<file path="src/rtl/adp_pkg.sv">
package adp_pkg;

    // Number of address straps and width of each address field
    localparam int NUM_PINS = 2;
    localparam int FIELD_W  = 2;
    localparam int PIN_LO   = 0;   // strap for address bits 1:0, ports 3:0
    localparam int PIN_HI   = 1;   // strap for address bits 3:2, ports 7:4

    typedef enum logic [1:0] {
        CLS_GND = 2'd0,
        CLS_SUP = 2'd1,
        CLS_SCL = 2'd2,
        CLS_SDA = 2'd3
    } pin_class_e;

    // Evidence gathered over one transaction
    typedef struct packed {
        logic diff_scl;
        logic diff_sda;
        logic seen_hi;
        logic seen_lo;
    } obs_t;

    function automatic obs_t observe(input logic pin, input logic scl, input logic sda);
        obs_t o;
        o.diff_scl = pin ^ scl;
        o.diff_sda = pin ^ sda;
        o.seen_hi  = pin;
        o.seen_lo  = ~pin;
        return o;
    endfunction

    function automatic obs_t merge_obs(input obs_t a, input obs_t b);
        obs_t m;
        m.diff_scl = a.diff_scl | b.diff_scl;
        m.diff_sda = a.diff_sda | b.diff_sda;
        m.seen_hi  = a.seen_hi  | b.seen_hi;
        m.seen_lo  = a.seen_lo  | b.seen_lo;
        return m;
    endfunction

    function automatic pin_class_e static_class(input logic pin);
        return pin ? CLS_SUP : CLS_GND;
    endfunction

    function automatic pin_class_e classify(input obs_t o, input pin_class_e prev);
        pin_class_e r;
        r = prev;
        if (!o.diff_scl && !o.diff_sda) begin
            r = prev;
        end else if (!o.diff_scl) begin
            r = CLS_SCL;
        end else if (!o.diff_sda) begin
            r = CLS_SDA;
        end else if (o.seen_hi && !o.seen_lo) begin
            r = CLS_SUP;
        end else if (o.seen_lo && !o.seen_hi) begin
            r = CLS_GND;
        end
        return r;
    endfunction

    // Address field code for a strap; each strap has its own table
    function automatic logic [FIELD_W-1:0] field_code(input int idx, input pin_class_e c);
        logic [FIELD_W-1:0] v;
        if (idx == PIN_HI) begin
            case (c)
                CLS_SCL: v = 2'b00;
                CLS_SDA: v = 2'b01;
                CLS_GND: v = 2'b10;
                default: v = 2'b11;
            endcase
        end else begin
            case (c)
                CLS_GND: v = 2'b00;
                CLS_SUP: v = 2'b01;
                CLS_SCL: v = 2'b10;
                default: v = 2'b11;
            endcase
        end
        return v;
    endfunction

endpackage

</file>
<file path="src/rtl/adp_txn_window.sv">
module adp_txn_window (
    input  logic clk,
    input  logic rst,
    input  logic start_stb,
    input  logic stop_stb,
    output logic acc_first,
    output logic acc_en,
    output logic acc_close
);

    logic open_q;

    // A START from idle opens a window; a repeated START merely continues it
    assign acc_first = start_stb & ~open_q;
    assign acc_en    = start_stb | open_q;
    assign acc_close = stop_stb & open_q;

    always_ff @(posedge clk) begin
        if (rst) begin
            open_q <= 1'b0;
        end else if (acc_close) begin
            open_q <= 1'b0;
        end else if (start_stb) begin
            open_q <= 1'b1;
        end
    end

    assert_window_opens_R9: assert property (@(posedge clk) disable iff (rst)
        $rose(open_q) |-> $past(start_stb));

    assert_window_closes_R9: assert property (@(posedge clk) disable iff (rst)
        (open_q && stop_stb) |=> !open_q);

    assert_restart_keeps_open_R10: assert property (@(posedge clk) disable iff (rst)
        (open_q && start_stb && !stop_stb) |=> open_q);

endmodule

</file>
<file path="src/rtl/adp_pin_tracker.sv">
module adp_pin_tracker
    import adp_pkg::*;
(
    input  logic       clk,
    input  logic       rst,
    input  logic       pin_lvl,
    input  logic       scl_lvl,
    input  logic       sda_lvl,
    input  logic       acc_first,
    input  logic       acc_en,
    input  logic       acc_close,
    output pin_class_e cls_o
);

    obs_t       acc_q;
    obs_t       obs_now;
    obs_t       acc_next;
    pin_class_e cls_q;
    logic       closed_once_q;

    always_comb begin
        obs_now  = observe(pin_lvl, scl_lvl, sda_lvl);
        acc_next = acc_first ? obs_now : merge_obs(acc_q, obs_now);
    end

    always_ff @(posedge clk) begin
        if (rst) begin
            acc_q <= '0;
        end else if (acc_en) begin
            acc_q <= acc_next;
        end
    end

    always_ff @(posedge clk) begin
        if (rst) begin
            cls_q         <= static_class(pin_lvl);
            closed_once_q <= 1'b0;
        end else if (acc_close) begin
            cls_q         <= classify(acc_next, cls_q);
            closed_once_q <= 1'b1;
        end
    end

    assign cls_o = cls_q;

    // Outside reset the class moves only after a closing STOP
    assert_class_hold_R9: assert property (@(posedge clk) disable iff (rst)
        (!$past(rst) && !$past(acc_close)) |-> $stable(cls_q));

    // No bus-line class before any transaction has been closed
    assert_static_until_stop_R1: assert property (@(posedge clk) disable iff (rst)
        !closed_once_q |-> (cls_q == CLS_GND || cls_q == CLS_SUP));

endmodule

</file>
<file path="src/rtl/adp_field_encoder.sv">
module adp_field_encoder
    import adp_pkg::*;
#(
    parameter int GROUP_W = 4,
    localparam int CLS_W  = NUM_PINS * 2,
    localparam int NIB_W  = NUM_PINS * FIELD_W,
    localparam int PORT_W = NUM_PINS * GROUP_W
) (
    input  logic [CLS_W-1:0]  cls_vec,
    output logic [NIB_W-1:0]  nibble,
    output logic [PORT_W-1:0] port_default
);

    for (genvar g = 0; g < NUM_PINS; g++) begin : g_field
        pin_class_e c;
        assign c = pin_class_e'(cls_vec[g*2 +: 2]);
        assign nibble[g*FIELD_W +: FIELD_W]    = field_code(g, c);
        assign port_default[g*GROUP_W +: GROUP_W] = {GROUP_W{c != CLS_GND}};
    end

endmodule

</file>
<file path="src/rtl/addr_pin_decoder.sv">
module addr_pin_decoder
    import adp_pkg::*;
#(
    parameter int GROUP_W = 4,
    localparam int NIB_W  = NUM_PINS * FIELD_W,
    localparam int PORT_W = NUM_PINS * GROUP_W
) (
    input  logic              clk,
    input  logic              rst,
    input  logic              ad0_lvl,
    input  logic              ad2_lvl,
    input  logic              scl_lvl,
    input  logic              sda_lvl,
    input  logic              start_stb,
    input  logic              stop_stb,
    output logic [NIB_W-1:0]  addr_nibble,
    output logic [PORT_W-1:0] port_default
);

    logic                  acc_first;
    logic                  acc_en;
    logic                  acc_close;
    logic [NUM_PINS-1:0]   pin_vec;
    logic [NUM_PINS*2-1:0] cls_vec;

    assign pin_vec[PIN_LO] = ad0_lvl;
    assign pin_vec[PIN_HI] = ad2_lvl;

    adp_txn_window u_window (
        .clk       (clk),
        .rst       (rst),
        .start_stb (start_stb),
        .stop_stb  (stop_stb),
        .acc_first (acc_first),
        .acc_en    (acc_en),
        .acc_close (acc_close)
    );

    for (genvar p = 0; p < NUM_PINS; p++) begin : g_pin
        pin_class_e cls;
        adp_pin_tracker u_trk (
            .clk       (clk),
            .rst       (rst),
            .pin_lvl   (pin_vec[p]),
            .scl_lvl   (scl_lvl),
            .sda_lvl   (sda_lvl),
            .acc_first (acc_first),
            .acc_en    (acc_en),
            .acc_close (acc_close),
            .cls_o     (cls)
        );
        assign cls_vec[p*2 +: 2] = cls;
    end

    adp_field_encoder #(.GROUP_W(GROUP_W)) u_enc (
        .cls_vec      (cls_vec),
        .nibble       (addr_nibble),
        .port_default (port_default)
    );

    // Ground code on a field goes with an all-low port group, and only then
    assert_hi_group_matches_R4: assert property (@(posedge clk) disable iff (rst)
        (addr_nibble[PIN_HI*FIELD_W +: FIELD_W] == 2'b10) ==
        (port_default[PIN_HI*GROUP_W +: GROUP_W] == '0));

    assert_lo_group_matches_R4: assert property (@(posedge clk) disable iff (rst)
        (addr_nibble[PIN_LO*FIELD_W +: FIELD_W] == 2'b00) ==
        (port_default[PIN_LO*GROUP_W +: GROUP_W] == '0));

    assert_nibble_hold_R9: assert property (@(posedge clk) disable iff (rst)
        (!$past(rst) && !$past(stop_stb)) |-> $stable(addr_nibble));

endmodule

</file>
<file path="config.mk">
export PLATFORM = sky130hd
export DESIGN_NAME = addr_pin_decoder
export DESIGN_NICKNAME = d
export VERILOG_FILES = /design/src/rtl/adp_pkg.sv /design/src/rtl/adp_txn_window.sv /design/src/rtl/adp_pin_tracker.sv /design/src/rtl/adp_field_encoder.sv /design/src/rtl/addr_pin_decoder.sv
export SDC_FILE = /design/constraint.sdc
export NUM_CORES = 1
export LEC_CHECK = 0
export BUFFER_PORTS_ARGS = -buffer_cell sky130_fd_sc_hd__buf_2
export CORE_ASPECT_RATIO = 0.8
export CORE_MARGIN = 2
export CORE_UTILIZATION = 48
export CTS_BUF_LIST = sky130_fd_sc_hd__clkbuf_4
export DETAILED_ROUTE_END_ITERATION = 10
export GPL_ROUTABILITY_DRIVEN = 0
export GPL_TIMING_DRIVEN = 0
export PLACE_DENSITY = 0.77
export SKIP_LAST_GASP = 1
export SLEW_MARGIN = 15
export SYNTH_ARGS = -nofsm -noshare
export SYNTH_HDL_FRONTEND = slang
export SYNTH_SLANG_ARGS = --single-unit
export TNS_END_PERCENT = 1
</file>
<file path="constraint.sdc">
create_clock -name clk -period 1.55 [get_ports clk]
set_input_delay 0.31 -clock clk [delete_from_list [all_inputs] [get_ports clk]]
set_output_delay 0.31 -clock clk [all_outputs]
set_load 0.02 [all_outputs]
</file>
==> results of run 1 <==
[final cells by class]
type	count	area, um2	area share, %
buffer	13	73.8	7.62
clock buffer	4	30.0	3.10
inverter	3	11.3	1.16
multi-input combinational	65	430	44.4
sequential	13	305	31.5
tap	22	27.5	2.84
timing repair buffer	18	90.1	9.30
[power by group through the flow]
| stage | registers, mW | clock network (mW) | logic (mW) |
|---|---|---|---|
| after floorplan | 0.408 | 0 | 0.205 |
| after global placement | 0.412 | 0 | 0.268 |
| after detailed placement | 0.414 | 0 | 0.275 |
| after CTS | 0.407 | 0.228 | 0.278 |
| after global routing | 0.414 | 0.243 | 0.311 |
| final | 0.409 | 0.225 | 0.289 |
[flip-flops by register name, indices dropped and copies added (netlist names)]
register           count
g_pin.u_trk.acc_q      8
g_pin.u_trk.cls_o      4
u_window.open_q        1
[worst min path at each step]
stage                                                 endpoint
after global routing              u_window.open_q$_SDFFE_PP0P_
after CTS                         u_window.open_q$_SDFFE_PP0P_
final                             u_window.open_q$_SDFFE_PP0P_
after global placement    g_pin[0].u_trk.acc_q[0]$_SDFFE_PP0P_
after floorplan                   u_window.open_q$_SDFFE_PP0P_
after detailed placement  g_pin[1].u_trk.acc_q[0]$_SDFFE_PP0P_
[logic make-up (layout without fill, tap and decap cells)]
group / Yosys count / count (layout) / share of synthesized area (%)
AO/OA/AOI/OAI: 20 / 20 / 22.0
AND/OR/NAND/NOR: 41 / 41 / 25.0
flip-flops: 13 / 13 / 37.8
XOR/XNOR: 4 / 4 / 4.41
buffers and inverters: 16 / 38 / 10.7
[synthesized netlist by cell type]
library cell   n  area share (%)
nor2_1        20             9.4
dfxtp_1        9              23
buf_4          6             5.7
a21oi_1        5             3.1
clkbuf_1       5             2.4
nor3_1         5             3.1
a211oi_1       4             3.8
edfxtp_1       4              15
nor2b_1        4             3.1
xor2_1         4             4.4
inv_1          3             1.4
nand2_1        3             1.4
nand2b_1       3             2.4
or2_2          3             2.4
a41o_1         2             2.5
buf_2          2             1.3
a2111oi_1      1             1.3
a2111oi_2      1             1.9
a21oi_2        1             1.1
a32o_1         1             1.3
and2b_1        1            0.95
nand2b_2       1             1.1
nor2b_2        1             1.1
o211ai_1       1            0.95
o21ai_1        1            0.63
o2bb2ai_1      1             1.1
o31ai_1        1            0.95
o41ai_4        1             3.5
[repair_timing]
| item | CTS | global route |
|---|---|---|
| pin swaps | 0 | 1 |
| hold endpoints to repair | 0 | 0 |
| gates resized for setup | 2 | 7 |
| endpoints found under the setup margin | 10 | 10 |
[through the flow]
step | utilization [%] | cells | setup TNS [ns] | setup slack (ns)
CTS | 59.3 | 138 | -0.144 | -0.0315
global placement | 57.2 | 134 | -0.284 | -0.0934
global route | 60.8 | 138 | -0.118 | -0.0290
detailed placement | 57.2 | 134 | -0.331 | -0.118
finish | 60.8 | 138 | 0 | 0.0374
floorplan | - | 94 | 0 | 0.100
[per-layer routing]
metal  GRT usage [%]  vias to the layer above  wire length (um)
li1                -                      362                 -
met1            19.6                      317               754
met2            32.1                       28               767
met3            3.73                        6               102
met4            11.1                        0                31
met5               0                        -                 0
==> impl_metrics.csv, run 1 <==
group,metric,value,unit
status,status,"completed",
worst_setup_path,cp.required,1.24,ns
hold_path,hold_path_class,"in2reg",
synth,syn-num-nets,102,
cells_and_area,fin_nets,125,
power_and_ir_drop,p_int,624,uW
worst_setup_path,cp_num_buf_inv,2,
drt,drc,0,
worst_setup_path,critPathMaxStageDelay,0.39,ns
synth,synth.yosys.seq_area_share,37.8,%
power_and_ir_drop,peakVddDrop,0.583,mV
power_and_ir_drop,total_power,923,uW
clocking,cts_buffers,3,
worst_setup_path,crit_family,"flip-flops",
timing,holdWs,0.259,ns
global_route,grt_pass1_vias,598,
cells_and_area,final_cell_mix,"nor2_1 (20), buf_2 (20), dfxtp_1 (7), buf_4 (6)",
clocking,cts-hold-fix-buffers,0,
drt,via_count,713,
floorplanning,fp-row-count,13,
worst_setup_path,startpoint_type,"flip-flop",
timing,setup_violations,0,
synth,yosysWarnings,0,
power_and_ir_drop,combPwrFrac,31.3,%
timing,slew_violations,0,
timing,rsz0062_at_grt,"yes",
timing,fin_crit,1.51,ns
clocking,cts_setup_buffers,0,
placement,place_area,912,um2
clocking,worstSkewPairLatency,0.27,ns
worst_setup_path,reg2reg_slack,0.04,ns
drt,avgViaCountPerCell,5.17,
timing,slew_headroom,68.0,%
drt,drt_pass1_iterations,4,
worst_setup_path,r2r-end,"g_pin[1].u_trk.cls_o[0]$_DFFE_PP_",
worst_setup_path,path_max_fanout,4,
floorplanning,dieArea,0.00200,mm2
worst_setup_path,setup.worst_path.end,"port_default[7]",
floorplanning,ios,20,
synth,netlist_instances,94,
global_route,grt_pass1_wl,2500,um
timing,timing.final.crit_share,97.6,%
floorplanning,core,0.00159,mm2
hold_path,hp-start,"stop_stb",
worst_setup_path,worstSetupEndpointType,"output pin",
timing,fmax,661,MHz
global_route,antenna_found_initial,0,
synth,ys_seq_elements,13,
worst_setup_path,crit_start,"g_pin[1].u_trk.cls_o[0]$_DFFE_PP_",
cells_and_area,area_delta_synth_final,21.9,%
power_and_ir_drop,leakage,0.408,nW
global_route,grt_max_degree,11,
synth,syn_area,795,um2
floorplanning,die_w,49.5,um
clocking,cts_buffer_depth,2,
power_and_ir_drop,pwr-share-clk,24.4,%
synth,avgSynthCellArea,8.45,um2
drt,post_drt_wl_per_cell,12.0,um
timing,hold_viol,0,
cells_and_area,final_area,968,um2
clocking,cts_root_buffer,"clkbuf_4",
cells_and_area,diodes,0,
worst_setup_path,slowest_stage,"edfxtp_1",
clocking,cts_tree,"done",
worst_setup_path,reg2reg_depth,4,
clocking,cts-htree-levels,1,
floorplanning,start_util,49.8,%
floorplanning,die_height,40.4,um
synth,ys_types,28,
cells_and_area,fill_cells,157,
timing,fin_worst_skew,0.000593,ns
drt,totalWireLength,1660,um
run,max_cap_viol_count,0,
worst_setup_path,arrival,1.20,ns
power_and_ir_drop,p_seq_share,44.3,%
clocking,numClockSinks,13,
global_route,grtUsageTotal,17.5,%
power_and_ir_drop,switching_share,32.4,%
placement,io_buffers,18,
power_and_ir_drop,p_per_area,953,mW/mm2
timing,tightest_slew,0.480,ns
power_and_ir_drop,power_switching,299,uW
placement,hpwl,1210,um
clocking,cts.clk_slew.worst_paths,0.08,ns
worst_setup_path,crit_cells,3,
hold_path,hold_depth,2,
worst_setup_path,r2r-start,"u_window.open_q$_SDFFE_PP0P_",
worst_setup_path,crit_chain,"or2_4 -> buf_4 -> buf_2",
drt,initialDrtViolationCount,20,
global_route,grt_overflow,0,
worst_setup_path,crit_type,"reg2out",
drt,antenna_left,0,
cells_and_area,drive_above_1_share,37.9,%
Note: power is estimated with default switching activity, not from simulation.
==> run 2: changes to the inputs <==
--- a/config.mk
+++ b/config.mk
@@ -6,14 +6,13 @@
 export NUM_CORES = 1
 export LEC_CHECK = 0
 export BUFFER_PORTS_ARGS = -buffer_cell sky130_fd_sc_hd__buf_2
-export CORE_ASPECT_RATIO = 0.8
 export CORE_MARGIN = 2
-export CORE_UTILIZATION = 48
+export CORE_UTILIZATION = 58
 export CTS_BUF_LIST = sky130_fd_sc_hd__clkbuf_4
 export DETAILED_ROUTE_END_ITERATION = 10
 export GPL_ROUTABILITY_DRIVEN = 0
 export GPL_TIMING_DRIVEN = 0
-export PLACE_DENSITY = 0.77
+export PLACE_DENSITY = 0.87
 export SKIP_LAST_GASP = 1
 export SLEW_MARGIN = 15
 export SYNTH_ARGS = -nofsm -noshare
==> constraint.sdc (replaced) <==
create_clock -name clk -period 1.9 [get_ports clk]
set_input_delay 0.38 -clock clk [delete_from_list [all_inputs] [get_ports clk]]
set_output_delay 0.38 -clock clk [all_outputs]
set_load 0.02 [all_outputs]
==> run 2 against run 1 <==
Flip-flop and latch count stayed put. Die area is 16% lower. Register-to-register slack better by 0.28 ns. Largest power group unchanged. Highest routed layer unchanged. Global-route usage is 7.0 points higher. Sequential share of layout area is 0.65 points higher.
==> impl_metrics.csv, run 2 (synthesis gave the netlist of run 1 again) <==
group,metric,value,unit
status,status,"completed",
hold_path,hold_path_class,"in2reg",
global_route,grt_pass1_wl,2610,um
clocking,cts_buffer_depth,2,
timing,layout_setup_ws,0.220,ns
floorplanning,ios,20,
timing,fin_crit,1.68,ns
drt,antenna_left,0,
cells_and_area,drive_above_1_share,32.8,%
power_and_ir_drop,pwr-share-clk,25.3,%
timing,fmax,595,MHz
floorplanning,fp-row-count,13,
placement,place_area,903,um2
global_route,grtUsageTotal,24.5,%
cells_and_area,final_area,933,um2
power_and_ir_drop,switching_share,32.4,%
clocking,numClockSinks,13,
power_and_ir_drop,power_switching,241,uW
timing,setup_violations,0,
timing,timing.final.crit_share,88.4,%
drt,via_count,715,
global_route,grt_max_degree,11,
cells_and_area,fin_util,72.6,%
drt,drc,0,
floorplanning,dieArea,0.00168,mm2
clocking,cts-hold-fix-buffers,0,
floorplanning,core,0.00128,mm2
timing,slew_headroom,69.0,%
clocking,cts_buffers,3,
global_route,grt_overflow,0,
drt,avgViaCountPerCell,5.46,
power_and_ir_drop,p_per_area,798,mW/mm2
floorplanning,die_w,41.0,um
power_and_ir_drop,p_int,503,uW
clocking,cts.clk_slew.worst_paths,0.08,ns
power_and_ir_drop,peakVddDrop,0.521,mV
timing,slew_violations,0,
timing,holdWs,0.313,ns
placement,hpwl,1230,um
placement,dp_slack,0.178,ns
worst_setup_path,startpoint_type,"flip-flop",
power_and_ir_drop,combPwrFrac,30.1,%
global_route,antenna_found_initial,0,
drt,totalWireLength,1610,um
drt,drt_pass1_iterations,4,
cells_and_area,largest_reg_flops,8,
global_route,grt_pass1_vias,653,
drt,post_drt_wl_per_cell,12.3,um
clocking,worstSkewPairLatency,0.28,ns
clocking,cts-htree-levels,1,
power_and_ir_drop,leakage,0.404,nW
timing,fin_worst_skew,0.00305,ns
placement,io_buffers,18,
timing,hold_viol,0,
clocking,cts_tree,"done",
cells_and_area,diodes,0,
floorplanning,start_util,61.8,%
worst_setup_path,crit_type,"reg2out",
timing,tightest_slew,0.464,ns
worst_setup_path,arrival,1.30,ns
run,max_cap_viol_count,0,
worst_setup_path,worstSetupEndpointType,"output pin",
cells_and_area,area_delta_synth_final,17.5,%
cells_and_area,final_cell_mix,"nor2_1 (20), buf_2 (20), dfxtp_1 (9), buf_4 (6)",
power_and_ir_drop,p_seq_share,44.6,%
cells_and_area,fin_nets,125,
worst_setup_path,cp.required,1.52,ns
floorplanning,die_height,41.0,um
clocking,cts_root_buffer,"clkbuf_4",
timing,rsz0062_at_grt,"no",
worst_setup_path,path_max_fanout,4,
drt,initialDrtViolationCount,13,
timing,setup_tns,0,ns
cells_and_area,top_register,"g_pin.u_trk.acc_q",
clocking,cts_setup_buffers,0,
clocking,cts_resized,0,
run 2: cell counts in the layout (fill, tap and decap cells not counted):
No cell type changed its count.
run 2: per-stage QoR:
stage / std cells / total power [mW]
floorplan: 94 / 0.500
global placement: 127 / 0.553
detailed placement: 127 / 0.562
CTS: 131 / 0.751
global route: 131 / 0.786
finish: 131 / 0.744
run 2: metal layers:
| layer | global-route usage (%) | vias to the layer above | wire (um) |
|---|---|---|---|
| met4 | 12.5 | 0 | 36 |
| met1 | 26.9 | 324 | 678 |
| met2 | 43.8 | 24 | 804 |
| li1 | - | 362 | - |
| met3 | 4.89 | 5 | 89 |
| met5 | 0 | - | 0 |
run 2: final timing paths:
kind	from	endpoint	slack (ns)	depth (start not counted)
max	g_pin[1].u_trk.cls_o[0]$_DFFE_PP_	port_default[5]	0.22	3
min	stop_stb	u_window.open_q$_SDFFE_PP0P_	0.31	2
max reg2reg	u_window.open_q$_SDFFE_PP0P_	g_pin[1].u_trk.cls_o[0]$_DFFE_PP_	0.32	4
min reg2reg	g_pin[0].u_trk.acc_q[0]$_SDFFE_PP0P_	g_pin[0].u_trk.acc_q[0]$_SDFFE_PP0P_	0.50	2
run 2: critical path: stages, from the launching register on:
cell and delay [ns]:
edfxtp_1 0.39, or2_2 0.34, buf_4 0.14, buf_2 0.15
run 2: power groups by stage:
| stage | Clock (mW) | Sequential, mW | Combinational [mW] |
|---|---|---|---|
| after floorplan | 0 | 0.333 | 0.168 |
| after global placement | 0 | 0.336 | 0.218 |
| after detailed placement | 0 | 0.338 | 0.224 |
| after CTS | 0.194 | 0.331 | 0.225 |
| after global routing | 0.198 | 0.336 | 0.252 |
| final | 0.188 | 0.332 | 0.224 |
run 2: area by class of cell:
| type | instances | area, um2 |
|---|---|---|
| Sequential cell | 13 | 300 |
| Buffer | 13 | 73.8 |
| Clock buffer | 4 | 30.0 |
| Inverter | 3 | 11.3 |
| Multi-Input combinational cell | 65 | 409 |
| Timing Repair Buffer | 18 | 90.1 |
| Fill cell | 109 | 352 |
| Tap cell | 15 | 18.8 |
